$ cat config.mk
export PLATFORM = sky130hd
export DESIGN_NAME = ipi_dispatch
export DESIGN_NICKNAME = d
export VERILOG_FILES = /design/src/rtl/ipi_pkg.sv /design/src/rtl/ipi_decode.sv /design/src/rtl/ipi_cpu_slot.sv /design/src/rtl/ipi_post.sv /design/src/rtl/ipi_dispatch.sv
export SDC_FILE = /design/constraint.sdc
export NUM_CORES = 1
export LEC_CHECK = 0
export ABC_AREA = 1
export BUFFER_PORTS_ARGS = -buffer_cell sky130_fd_sc_hd__buf_2
export CAP_MARGIN = 20
export CORE_MARGIN = 2
export CORE_UTILIZATION = 42
export CTS_CLUSTER_DIAMETER = 40
export CTS_CLUSTER_SIZE = 10
export DETAILED_ROUTE_END_ITERATION = 8
export PLACE_DENSITY = 0.78
export SLEW_MARGIN = 10
export SYNTH_ARGS = -nofsm -noshare
export SYNTH_HDL_FRONTEND = slang
export SYNTH_SLANG_ARGS = --single-unit
$ cat constraint.sdc
create_clock -name clk -period 0.9 [get_ports clk]
set_input_delay 0.09 -clock clk [delete_from_list [all_inputs] [get_ports clk]]
set_output_delay 0.09 -clock clk [all_outputs]
set_load 0.01 [all_outputs]
$ cat src/rtl/ipi_pkg.sv
package ipi_pkg;

    localparam int CPU_ID_W = 5;
    localparam int VEC_W    = 6;

    // Field positions in the dispatch write word
    localparam int KIND_LSB = 16;
    localparam int ID_LSB   = 8;
    localparam int VEC_LSB  = 0;

    typedef enum logic [1:0] {
        KIND_POST   = 2'd0,
        KIND_RESET  = 2'd1,
        KIND_HALT   = 2'd2,
        KIND_RESUME = 2'd3
    } cmd_kind_e;

    typedef struct packed {
        cmd_kind_e             kind;
        logic [CPU_ID_W-1:0]   cpu;
        logic [VEC_W-1:0]      vec;
    } cmd_word_t;

    function automatic cmd_word_t unpack_cmd(input logic [31:0] w);
        cmd_word_t c;
        c.kind = cmd_kind_e'(w[KIND_LSB +: 2]);
        c.cpu  = w[ID_LSB +: CPU_ID_W];
        c.vec  = w[VEC_LSB +: VEC_W];
        return c;
    endfunction

endpackage

$ cat src/rtl/ipi_decode.sv
module ipi_decode
    import ipi_pkg::*;
#(
    parameter int             NUM_CPU = 4,
    parameter logic [VEC_W-1:0] POR_VEC = 6'h01
) (
    input  logic               wr_en,
    input  logic [31:0]        wr_data,
    output cmd_word_t          cmd,
    output logic [NUM_CPU-1:0] sel,
    output logic               do_post,
    output logic               do_reset,
    output logic               do_halt,
    output logic               do_resume,
    output logic               bad_reset
);
    logic in_range;
    logic live;

    always_comb begin
        cmd      = unpack_cmd(wr_data);
        in_range = int'(cmd.cpu) < NUM_CPU;
        live     = wr_en && in_range;
    end

    generate
        for (genvar i = 0; i < NUM_CPU; i++) begin : g_sel
            assign sel[i] = live && (int'(cmd.cpu) == i);
        end
    endgenerate

    always_comb begin
        do_post   = 1'b0;
        do_reset  = 1'b0;
        do_halt   = 1'b0;
        do_resume = 1'b0;
        bad_reset = 1'b0;
        if (live) begin
            unique case (cmd.kind)
                KIND_POST:   do_post   = 1'b1;
                KIND_RESET:  begin
                    do_reset  = (cmd.vec == POR_VEC);
                    bad_reset = (cmd.vec != POR_VEC);
                end
                KIND_HALT:   do_halt   = 1'b1;
                KIND_RESUME: do_resume = 1'b1;
            endcase
        end
    end

    always_comb begin
        a_sel_onehot_r8: assert ($onehot0(sel));
    end
endmodule

$ cat src/rtl/ipi_cpu_slot.sv
module ipi_cpu_slot #(
    parameter bit RUN_AT_RESET = 1'b0
) (
    input  logic clk,
    input  logic rst,
    input  logic hit,
    input  logic do_reset,
    input  logic do_halt,
    input  logic do_resume,
    output logic run,
    output logic rst_pulse
);
    always_ff @(posedge clk) begin
        if (rst) begin
            run       <= RUN_AT_RESET;
            rst_pulse <= 1'b0;
        end else begin
            rst_pulse <= hit && do_reset;
            if (hit && (do_reset || do_resume))
                run <= 1'b1;
            else if (hit && do_halt)
                run <= 1'b0;
        end
    end

    p_pulse_with_run_r3: assert property (@(posedge clk) disable iff (rst)
        rst_pulse |-> run);

    p_halt_clears_r5: assert property (@(posedge clk) disable iff (rst)
        (hit && do_halt) |=> !run);

    p_resume_no_pulse_r7: assert property (@(posedge clk) disable iff (rst)
        (hit && do_resume) |=> (run && !rst_pulse));
endmodule

$ cat src/rtl/ipi_post.sv
module ipi_post
    import ipi_pkg::*;
#(
    parameter int NUM_CPU = 4
) (
    input  logic                clk,
    input  logic                rst,
    input  cmd_word_t           cmd,
    input  logic                do_post,
    input  logic                bad_reset,
    output logic                post_valid,
    output logic [CPU_ID_W-1:0] post_cpu,
    output logic [VEC_W-1:0]    post_vec,
    output logic                cmd_err
);
    always_ff @(posedge clk) begin
        if (rst) begin
            post_valid <= 1'b0;
            post_cpu   <= '0;
            post_vec   <= '0;
            cmd_err    <= 1'b0;
        end else begin
            post_valid <= do_post;
            cmd_err    <= bad_reset;
            if (do_post) begin
                post_cpu <= cmd.cpu;
                post_vec <= cmd.vec;
            end
        end
    end

    p_err_excl_post_r4: assert property (@(posedge clk) disable iff (rst)
        cmd_err |-> !post_valid);

    p_post_in_range_r8: assert property (@(posedge clk) disable iff (rst)
        post_valid |-> (int'(post_cpu) < NUM_CPU));
endmodule

$ cat src/rtl/ipi_dispatch.sv
module ipi_dispatch
    import ipi_pkg::*;
#(
    parameter int             NUM_CPU = 4,
    parameter logic [VEC_W-1:0] POR_VEC = 6'h01
) (
    input  logic                clk,
    input  logic                rst,
    input  logic                wr_en,
    input  logic [31:0]         wr_data,
    output logic [NUM_CPU-1:0]  cpu_run,
    output logic [NUM_CPU-1:0]  cpu_rst_pulse,
    output logic                post_valid,
    output logic [CPU_ID_W-1:0] post_cpu,
    output logic [VEC_W-1:0]    post_vec,
    output logic                cmd_err
);
    cmd_word_t          cmd;
    logic [NUM_CPU-1:0] sel;
    logic do_post, do_reset, do_halt, do_resume, bad_reset;

    ipi_decode #(.NUM_CPU(NUM_CPU), .POR_VEC(POR_VEC)) u_decode (
        .wr_en     (wr_en),
        .wr_data   (wr_data),
        .cmd       (cmd),
        .sel       (sel),
        .do_post   (do_post),
        .do_reset  (do_reset),
        .do_halt   (do_halt),
        .do_resume (do_resume),
        .bad_reset (bad_reset)
    );

    generate
        for (genvar i = 0; i < NUM_CPU; i++) begin : g_slot
            ipi_cpu_slot #(.RUN_AT_RESET(i == 0)) u_slot (
                .clk       (clk),
                .rst       (rst),
                .hit       (sel[i]),
                .do_reset  (do_reset),
                .do_halt   (do_halt),
                .do_resume (do_resume),
                .run       (cpu_run[i]),
                .rst_pulse (cpu_rst_pulse[i])
            );
        end
    endgenerate

    ipi_post #(.NUM_CPU(NUM_CPU)) u_post (
        .clk        (clk),
        .rst        (rst),
        .cmd        (cmd),
        .do_post    (do_post),
        .bad_reset  (bad_reset),
        .post_valid (post_valid),
        .post_cpu   (post_cpu),
        .post_vec   (post_vec),
        .cmd_err    (cmd_err)
    );

    p_pulse_onehot_r3: assert property (@(posedge clk) disable iff (rst)
        $onehot0(cpu_rst_pulse));

    p_bad_reset_quiet_r4: assert property (@(posedge clk) disable iff (rst)
        cmd_err |-> (cpu_rst_pulse == '0));

    p_no_write_quiet_r10: assert property (@(posedge clk) disable iff (rst)
        !wr_en |=> (!post_valid && !cmd_err && cpu_rst_pulse == '0));
endmodule

# Yosys cells after proc, flatten, opt, wreduce, memory -nomap -nowiden
# Cells that the tools add are included.
dict set report classes {
  n_reduce_logical 25
  n_eq_ne 8
  n_lt_le_gt_ge 1
  muxes 14
  bitwise 2
}
# op count
set op_table {}
lappend op_table {{1-bit logical AND} 17}
lappend op_table {{1-bit 2-to-1 mux} 14}
lappend op_table {{5-bit by 3-bit equality test with 1-bit output (second input constant)} 2}
lappend op_table {{6-bit by 1-bit equality test with 1-bit output (second input constant)} 1}
lappend op_table {{6-bit by 1-bit inequality test with 1-bit output (second input constant)} 1}
lappend op_table {{2-bit nonzero test} 3}
lappend op_table {{5-bit by 2-bit equality test with 1-bit output (second input constant)} 1}
lappend op_table {{5-bit logical NOT} 1}
lappend op_table {{5-bit by 3-bit less-than comparator with 1-bit output (second input constant)} 1}
lappend op_table {{2-bit equality test (second input constant)} 2}
lappend op_table {{3-bit OR reduction} 1}
lappend op_table {{2-bit by 1-bit equality test with 1-bit output (second input constant)} 1}
lappend op_table {{2-bit logical NOT} 1}
lappend op_table {{1-bit NOT} 2}
lappend op_table {{2-bit OR reduction} 1}
lappend op_table {{1-bit logical OR} 1}
dict set report totals {
  out_inout_bits 21
  elab_cells 62
  input_bits 35
  reg_bits 21
}

# Depth between registers and ports, before layout
dict set report logic_depth {
  depth_word 6
  depth_mapped 7
  ltp_nobuf 7
}

# Cells and area by module
# Synthesis repeated with hierarchy kept, for this count alone.
dict set report hier_totals {
  cells_unflattened 152
  hier_area_um2 1012.2
}
# module cells_each instances seq_area_each_um2 area_each_um2
set by_module_without_submodules {}
lappend by_module_without_submodules {ipi_post 76 1 260.2 513.0}
lappend by_module_without_submodules {ipi_decode 43 1 0.0 224.0}
lappend by_module_without_submodules {{ipi_cpu_slot at g_slot[1].u_slot ...} 8 3 40.0 68.8}
lappend by_module_without_submodules {{ipi_cpu_slot at g_slot[0].u_slot} 9 1 40.0 68.8}

# Least setup slack after synthesis
# Ideal clock, no wire load.
dict set report synth_path {
  path_type {input to register}
  start {input port wr_data[12]}
  end {register g_slot[1].u_slot.run}
  path_stages 7
  t_arrival_ns 0.691
  n_path_buf 1
  slack_ns 0.077
  setup_time_ns 0.132
  t_required_ns 0.768
  path_cell_list {inv_1 nand2_1 nor2_2 buf_6 nand2_1 o21ai_2 a21oi_1}
}
dict set report synth_between {
  elab_chain_len 6
  word_cells_on_any_way 12
  classes_between {order compare (1); eq/ne (1); mux (4); reduce/logical (6)}
}
# item line_no
set synth_rtl {}
lappend synth_rtl {{start, declared} ipi_dispatch.sv:10} ;# input logic [31:0] wr_data,
lappend synth_rtl {{5-bit by 3-bit less-than comparator with 1-bit output} ipi_decode.sv:22} ;# in_range = int'(cmd.cpu) < NUM_CPU;
lappend synth_rtl {{1-bit logical AND} ipi_decode.sv:23} ;# live = wr_en && in_range;
lappend synth_rtl {{1-bit 2-to-1 mux} ipi_decode.sv:38} ;# if (live) begin
lappend synth_rtl {{1-bit logical OR} ipi_cpu_slot.sv:19} ;# if (hit && (do_reset || do_resume))
lappend synth_rtl {{1-bit logical AND} ipi_cpu_slot.sv:19}
lappend synth_rtl {{1-bit 2-to-1 mux or 2-bit nonzero test (tied branches)} --}
lappend synth_rtl {{end signal, assigned} ipi_cpu_slot.sv:15} ;# run <= RUN_AT_RESET;
lappend synth_rtl {{end signal, assigned} ipi_cpu_slot.sv:20} ;# run <= 1'b1;
lappend synth_rtl {{end signal, assigned} ipi_cpu_slot.sv:22} ;# run <= 1'b0;
lappend synth_rtl {{end, declared} ipi_cpu_slot.sv:10} ;# output logic run,
# Parallel ways exist; a longest one is shown, timed or not.
# A chain may end at the register's enable or synchronous reset.

# Final worst setup path
dict set report layout_path {
  start {register u_post.post_vec[1]}
  end {output port post_vec[1]}
}
# item line_no
set layout_rtl {}
lappend layout_rtl {{start, declared} ipi_post.sv:13} ;# output logic [VEC_W-1:0] post_vec,
lappend layout_rtl {{start signal, assigned} ipi_post.sv:27} ;# post_vec <= cmd.vec;
lappend layout_rtl {{end, declared} ipi_dispatch.sv:15} ;# output logic [VEC_W-1:0] post_vec,
# No word-level cell between the ends.

==> key figures <==
Place
  • I/O Buffers: 36
  • DP HPWL: 1.64 mm
  • Final GP Congestion: 0.821
  • DP Worst Slack: -0.228 ns

Timing
  • Unrepaired setup endpoints after global routing: no
  • Max Transition Viols Final: 0
  • Final Setup Violations: 0
  • Slew Limit Headroom: around four fifths
  • Final Hold Viols: 0
  • Setup_tns: 0 ns
  • Min setup slack post-route: 0.0261 ns
  • Min Clock Period, post-route: 0.874 ns
  • Worst-Margin Slew: 0.291 ns
  • Skew final: 0 ns
  • Crit share post-route: 97.1%
  • Fmax: approximately 1100 MHz

Synthesis
  • Adder-cell share of the synthesized area: 0%
  • Avg Inst Size Synth: 7.93 um2
  • Multiplexer share of the synthesized area: 0%
  • Syn nets: 156
  • Yosys warning count: 0
  • Simple-gate share of the synthesized area: 31.9%
  • Compound-Gate Fraction of Synth Area: 7.69%
  • Post-Synth XOR/XNOR Area: 0%
  • Post-synthesis cell type count: 20
  • Syn Std Cell Area: approximately 960 um2
  • Seq/Total Area, Yosys: 43.8%
  • Cells after Synth: 121
  • Largest family of logic cells by synthesized area: simple AND/OR/NAND/NOR gates
  • Yosys reg bits: 21

Power
  • Leakage power: 0.614 nW
  • Largest vdd supply drop: 674 uV
  • Cell Pwr Density: 1270 nW/um2

Floorplan
  • Die area: roughly 2700 um2
  • Row count: 17
  • Die Ht: 51.8 um
  • Core area: about 2200 um2
  • Die width: 51.8 um
  • Initial core utilization: 43.8%
  • Ports: between 50 and 60

Global route
  • GRT overflow: 0
  • First-pass GRT wire length: 3.36 mm
  • Initial antenna violation count: 0
  • Total Routing Usage GR: between 10% and 20%
  • Largest net degree at the start of global routing: 13
  • Vias in the first global route: 799

Drt
  • WL final: 2.09 mm
  • Wire length per cell: 11.2 um
  • Via count: roughly 910
  • Routed Antenna Nets: 0
  • Drt pass-1 iters: 4
  • Via density: 4.88
  • Drt initial violations: 12
  • DRC Markers: 0

Setup path
  • WP data required: approximately 0.81 ns
  • Worst EP arrival: 0.78 ns
  • Reg2reg start: u_post.post_cpu[0]
  • Crit-path leading delay family: flip-flops
  • CP peak stage delay: 0.35 ns
  • Crit-path slowest cell: dfxtp_1
  • Worst path bufs/invs: 1
  • Largest fanout on the critical path: 2
  • CP startpoint kind: flop
  • Crit-path cells: buf_2
  • Reg-to-Reg End: u_post.post_cpu[0]
  • Crit. End Element: output pin
  • Critical path type: reg2out
  • R2R setup slack: 0.23 ns
  • R2R depth: 3

Clock network
  • TritonCTS buffer count: 3
  • CTS Root Cell: clkbuf_4
  • Reg clk slew, reported paths: 0.12 ns
  • CTS tree: built
  • H-tree Lvls: 1
  • Clock buffer depth: 2
  • Clk sink count: 21
  • Worst-Skew Late Latency: 0.31 ns

Hold path
  • Min-Delay Path Depth: 3
  • Hold_sp: wr_data[5]
  • Hold endpoint: u_post.post_vec[5]
  • Hold Crit Class: in2reg

Final layout
  • Layout cells sized above 1: 47.2%
  • Antenna diode count: 0
  • Area Overhead vs Synth: 27.9%
  • Commonest cells after routing, fill and taps aside: 34 x buf_2, 17 x inv_1, 14 x nand2_1
  • Most common cell after layout, fill and taps aside: buf_2
  • Final nets: between 150 and 200

Run
  • MaxCap Viol Count: 0

Run status
  • Outcome: finished clean
## worst max-delay path by stage
| stage | slack [ns] | end | from | depth (start not counted) |
|---|---|---|---|---|
| after floorplan | 0.08 | g_slot[1].u_slot.run | wr_data[12] | 7 |
| after global placement | -0.14 | u_post.post_vec[1] | wr_data[12] | 7 |
| after detailed placement | -0.23 | u_post.post_vec[4] | wr_data[12] | 7 |
| after CTS | 0.001 | post_cpu[4] | u_post.post_cpu[4] | 1 |
| after global routing | 0.0006 | post_vec[1] | u_post.post_vec[1] | 1 |
| final | 0.03 | post_vec[1] | u_post.post_vec[1] | 1 |
## power by group
part	internal [W]	leakage [nW]	total [W]	switching, W
Sequential	0.000932	0.175	0.000934	0.00000165
Clock	0.000166	0.0177	0.000461	0.000295
Combinational	0.0000617	0.421	0.000165	0.000103
Total	0.00116	0.614	0.00156	0.000400
## cell type report
class                           instances  area, um2
Fill cell                             209        963
Sequential cell                        21        437
Multi-Input combinational cell         70        393
Timing Repair Buffer                   46        268
Inverter                               18       67.6
Tap cell                               28       35.0
Clock buffer                            3       22.5
Clock inverter                          1       5.00
## synthesized netlist by cell type, drive strengths merged
cell / instances / area (um2)
nand3: 14 / 75.1
o21ai: 3 / 18.8
dfxtp: 21 / 420
nand4: 10 / 77.6
nor2: 17 / 95.1
a21oi: 11 / 55.1
inv: 18 / 67.6
buf: 11 / 87.6
clkbuf: 1 / 3.75
nand2: 15 / 58.8
## state kept, by name, summed over array words and instances (netlist names)
register and count:
g_slot.u_slot.rst_pulse 4, u_post.post_cpu 5, u_post.cmd_err 1, u_post.post_valid 1, g_slot.u_slot.run 4, u_post.post_vec 6
## tightest hold or removal path, cell delays in order
cell	delay [ns]
buf_2	0.10
nand4_1	0.07
a21oi_1	0.06
## through the flow
step / power, W / utilization (%) / cells / hold slack [ns] / area, um2
2_1_floorplan: 0.00103 / - / 121 / 0.159 / 960
3_3_place_gp: 0.00110 / 52.2 / 181 / 0.381 / 1140
3_5_place_dp: 0.00111 / 52.2 / 181 / 0.388 / 1140
4_1_cts: 0.00156 / 53.6 / 185 / 0.0496 / 1170
5_1_grt: 0.00162 / 56.0 / 187 / 0.0510 / 1230
6_report: 0.00156 / 56.0 / 187 / 0.0464 / 1230
## cell families (layout without fill, tap and decap cells)
group	Yosys count	after routing
AND/OR/NAND/NOR	56	56
buffers and inverters	30	68
flip-flops	21	21
AO/OA/AOI/OAI	14	14
## layer usage
metal	vias to the layer above	track usage, %	part of all wire (%)
met5	-	0	0
met4	0	8.77	1.8
met3	6	3.45	6.5
met2	37	30.6	51
met1	408	18.6	40
li1	461	-	-
## what timing repair did
item | 4_1_cts | 5_1_grt
gates resized for setup | 2 | 15
setup endpoints to repair | 2 | 23
setup buffers | 0 | 2
hold buffers | 0 | 0
Power figures use the tool's default switching activity.
